## src/rtl/eeprom_wire_slave.sv

```systemverilog
module eeprom_wire_slave #(
  parameter int W = 8,
  parameter int DEPTH = 1 << W,
  parameter logic [W-1:0] PRELOAD [DEPTH] = '{default: '0}
) (
  input  logic clk,
  input  logic rst_n,
  input  logic smp_en,
  input  logic scl_in,
  input  logic sda_in,
  output logic sda_out,
  output logic read_mode,
  output logic proto_err
);
  localparam int LAST = 2 * W + 1;
  localparam int CW = $clog2(LAST + 1);
  localparam logic [CW-1:0] C_ACK = CW'(W);
  localparam logic [CW-1:0] C_DIR = CW'(W + 1);
  localparam logic [CW-1:0] C_END = CW'(LAST);

  logic          scl_q, sda_q, active;
  logic [CW-1:0] tick;
  logic [W-1:0]  cmd, addr, data;

  wire           rise    = !scl_q && scl_in;
  wire           same    = (sda_q == sda_in);
  wire           bus_ev  = scl_q && scl_in && !same;
  wire           idle    = (tick == '0) && !active;
  wire [CW-1:0]  nxt     = tick + 1'b1;
  wire [W-1:0]   addr_nx = {addr[W-2:0], sda_in};

  always_ff @(posedge clk or negedge rst_n) begin
    if (!rst_n) begin
      scl_q     <= 1'b1;
      sda_q     <= 1'b1;
      active    <= 1'b0;
      tick      <= '0;
      cmd       <= '0;
      addr      <= '0;
      data      <= '0;
      sda_out   <= 1'b1;
      read_mode <= 1'b0;
      proto_err <= 1'b0;
    end else if (smp_en) begin
      scl_q <= scl_in;
      sda_q <= sda_in;
      if (bus_ev) begin
        tick    <= '0;
        active  <= !sda_in;
        sda_out <= 1'b1;
        if (!sda_in) begin
          proto_err <= 1'b0;
          read_mode <= 1'b0;
        end
      end else if (!idle && rise) begin
        if (!same) begin
          proto_err <= 1'b1;
        end else if (tick != C_END) begin
          tick <= nxt;
          if (nxt <= C_ACK) cmd <= {cmd[W-2:0], sda_in};
          if (nxt == C_ACK) sda_out <= 1'b0;
          if (nxt == C_DIR) begin
            read_mode <= cmd[0];
            if (cmd[0]) begin
              sda_out <= data[W-1];
              data    <= {data[W-2:0], 1'b0};
            end else begin
              sda_out <= 1'b1;
            end
          end
          if (nxt > C_DIR) begin
            if (!read_mode) addr <= addr_nx;
            if (read_mode && nxt != C_END) begin
              sda_out <= data[W-1];
              data    <= {data[W-2:0], 1'b0};
            end else begin
              sda_out <= 1'b1;
            end
          end
          if (nxt == C_END) data <= PRELOAD[read_mode ? addr : addr_nx];
        end
      end
    end
  end
endmodule

```

## config.mk

```make
export PLATFORM = sky130hd
export DESIGN_NAME = eeprom_wire_slave
export DESIGN_NICKNAME = d
export VERILOG_FILES = /design/src/rtl/eeprom_wire_slave.sv
export SDC_FILE = /design/constraint.sdc
export NUM_CORES = 1
export LEC_CHECK = 0
export BUFFER_PORTS_ARGS = -buffer_cell sky130_fd_sc_hd__buf_2
export CAP_MARGIN = 40
export CORE_ASPECT_RATIO = 0.75
export CORE_MARGIN = 4
export CORE_UTILIZATION = 44
export DETAILED_ROUTE_END_ITERATION = 10
export PLACE_DENSITY = 0.59
export SETUP_SLACK_MARGIN = 0.15
export SLEW_MARGIN = 20
export SYNTH_ARGS = -nofsm -noshare
export SYNTH_HDL_FRONTEND = slang
export SYNTH_SLANG_ARGS = --single-unit
```

## constraint.sdc

```tcl
create_clock -name clk -period 2.65 [get_ports clk]
set_input_delay 0.53 -clock clk [delete_from_list [all_inputs] [get_ports clk]]
set_output_delay 0.53 -clock clk [all_outputs]
set_load 0.1 [all_outputs]
```

==> results.tsv <==
metric	value	unit
setup_viol	0	
drive_gt1_share	21.02	%
htreeDepth	1	
synth_top_cell_area_share	30.41	%
yosysWarnings	0	
path_class	reg2reg	
cts_tree	done	
slew_viol_final	0	
hold_viol_final	0	
cp_num_buf_inv	1	
hpwl	2218	um
grt_max_degree	21	
syn_inst	152	
ys_async_sr_fraction	100.0	%
synth_area_leader_cell	dfrtp_1	
grt_pass1_vias	1076	
path_cells	inv_1 > ha_1 > and2b_1 > and4_4 > a311o_1 > a311o_1 > mux2_2	
drtAntennaViolNets	0	
ys_seq_area_share	36.05	%
fmax	422.2	MHz
syn-cell-area	1399	um2
wl	2945	um
maxCapViolCount	0	
io_buffers	7	
ioPinCount	8	
synth_cell_types	46	
drc	0	
fin_setup_tns	0	ns
synth.area.top_cells	dfrtp_1 30%, dfstp_2 5.6%, o32ai_1 4.4%	
track_usage	15.59	%
required	2.83	ns
nFillCells	279	
first_iter_violations	132	
cts_root_buf	clkbuf_8	
powerDensity	699.3	nW/um2
grt.busiest_layer	met1	
cts_sinks	20	
cts_buffers	3	
grt-ovfl-total	0	
cpPeakStageDelay	0.47	ns
cpMostUsedCell	a311o_1	
via_per_inst	5.718	
rsz0062_at_grt	no	
grt_antenna_before_repair	0	
cpLargestDelayFamily	compound AO/OA/AOI/OAI gates	
avgRoutedWirePerCell	15.10	um
fin_nets	167	
synth-edff-count	0	
fin_crit_sh	89.37	%
vias	1115	
cts_setup_buffers	0	
fin_crit	2.368	ns
cpMaxStageDelayCell	dfrtp_2	
synth_nets	161	
hp-class	in2async	
setup_ws	0.2816	ns
rows	17	
dieArea	4155	um2
run_status	finished, final reports clean	
preCtsSetupSlack	0.2020	ns
fp.coreArea	2999	um2
synth_ff_type	dfrtp_1	
final_util	49.98	%
grt_first_pass_wirelength	5119	um
placed_area	1426	um2
area_delta_synth_final	7.156	%
finClkSkew	0.002293	ns
fin_area	1499	um2
cp-start-kind	flip-flop	
cts_buffer_depth	2	
critical_path_arrival	2.55	ns
end_kind	flip-flop	
use_met3	4.472	%
ys_ff_latch	20	
dr.pass1.iters	4	
gp_congestion	0.8848	
use_met1	25.38	%
p_leak	0.6592	nW
ir_worst_vdd	0.3942	mV
antenna_cells	0	
insertion_delay	0.25	ns
tightest_slew	0.6011	ns
grt_util_met2	20.00	%
crit_path_max_fanout	12	
syn_avg_cell_area	9.203	um2
start_util	46.64	%
die_h	56.83	um
slew_headroom	59.59	%
die_x	73.11	um
path_clk_slew	0.07	ns
[cell usage after synthesis, types with 3 or more instances]
library cell / count
a21oi_1: 8
a31oi_1: 4
and3_1: 5
buf_4: 3
buf_6: 4
dfrtp_1: 17
dfstp_2: 3
ha_1: 4
inv_1: 11
mux2_2: 4
nand2_1: 12
nand3_1: 11
nor2_1: 8
o21ai_0: 10
o31ai_1: 3
o32ai_1: 7
[state kept, by name, indices dropped and copies added, names as in the netlist]
| name | count |
|---|---|
| sda_out | 1 |
| proto_err | 1 |
| data | 8 |
| tick | 5 |
| active | 1 |
| scl_q | 1 |
| sda_q | 1 |
| cmd | 1 |
| read_mode | 1 |
[kinds of logic (layout without fill, tap and decap cells)]
logic type | after synthesis | after routing | share of synthesized area, %
compound gates | 46 | 46 | 24.24
xor+xnor | 3 | 3 | 1.879
fa+ha+maj | 4 | 4 | 3.578
buf+inv | 20 | 25 | 8.497
flops | 20 | 20 | 36.05
mux | 5 | 5 | 3.935
simple gates | 54 | 54 | 21.83
[worst register-to-register path, cell delays in order (launching register included)]
cell	delay, ns
dfrtp_2	0.47
inv_1	0.09
ha_1	0.32
and2b_1	0.25
and4_4	0.20
a311o_1	0.32
a311o_1	0.37
mux2_2	0.27
[cell type report]
| class | count | area, um2 | share of cell area [%] |
|---|---|---|---|
| clock buffer | 4 | 55.05 | 3.673 |
| sequential | 20 | 506.7 | 33.81 |
| timing repair buffer | 10 | 57.56 | 3.840 |
| multi-input combinational | 112 | 790.8 | 52.75 |
| inverter | 11 | 41.29 | 2.755 |
| tap | 38 | 47.55 | 3.172 |
[report_power, final]
part           leakage, nW  total (mW)  switching [mW]  internal, mW
logic                0.410       0.369           0.240         0.129
clock network       0.0288       0.225          0.0933         0.132
registers            0.220       0.454          0.0853         0.369
total                0.659        1.05           0.418         0.630
[timing repair]
| item | CTS | global route |
|---|---|---|
| resized for setup | 0 | 4 |
| endpoints found under the setup margin | 0 | 12 |
| hold buffers | 0 | 0 |
| endpoints found under the hold margin | 0 | 0 |
[path summary, 6_finish.rpt]
| kind | startpoint | endpoint | slack (ns) | depth (start not counted) |
|---|---|---|---|---|
| max in group asynchronous | rst_n | sda_q | 2.11 | 1 |
| setup / recovery | tick[0] | sda_out | 0.28 | 7 |
| setup reg to reg | tick[0] | sda_out | 0.28 | 7 |
| hold reg to reg | active | active | 0.54 | 2 |
| hold / removal | rst_n | tick[3] | 0.20 | 1 |
| min in group clk | active | active | 0.54 | 2 |
[stage by stage]
| stage | instances | power [mW] | hold slack (ns) |
|---|---|---|---|
| finish | 195 | 1.048 | 0.2034 |
| global route | 195 | 1.125 | 0.2320 |
| CTS | 195 | 1.046 | 0.2261 |
| detailed placement | 191 | 0.8144 | 0.5095 |
| global placement | 191 | 0.8074 | 0.4893 |
| floorplan | 152 | 0.7446 | 0.2344 |
[cells in the final DEF, fill, tap and decap left out, types with 3 or more instances in the layout]
cell type  instances
dfrtp_1           15
nand2_1           12
inv_1             11
nand3_1           11
o21ai_0           10
nor2_1             8
a21oi_1            8
o32ai_1            7
buf_2              7
and3_1             5
mux2_2             4
ha_1               4
clkbuf_8           4
a31oi_1            3
o31ai_1            3
buf_4              3
dfstp_2            3
[metal layers]
layer	up-vias	share of wire (%)
met5	-	0
met4	0	0
met3	0	6.7
met2	35	41
met1	512	52
li1	568	-
Power figures use the tool's default switching activity.
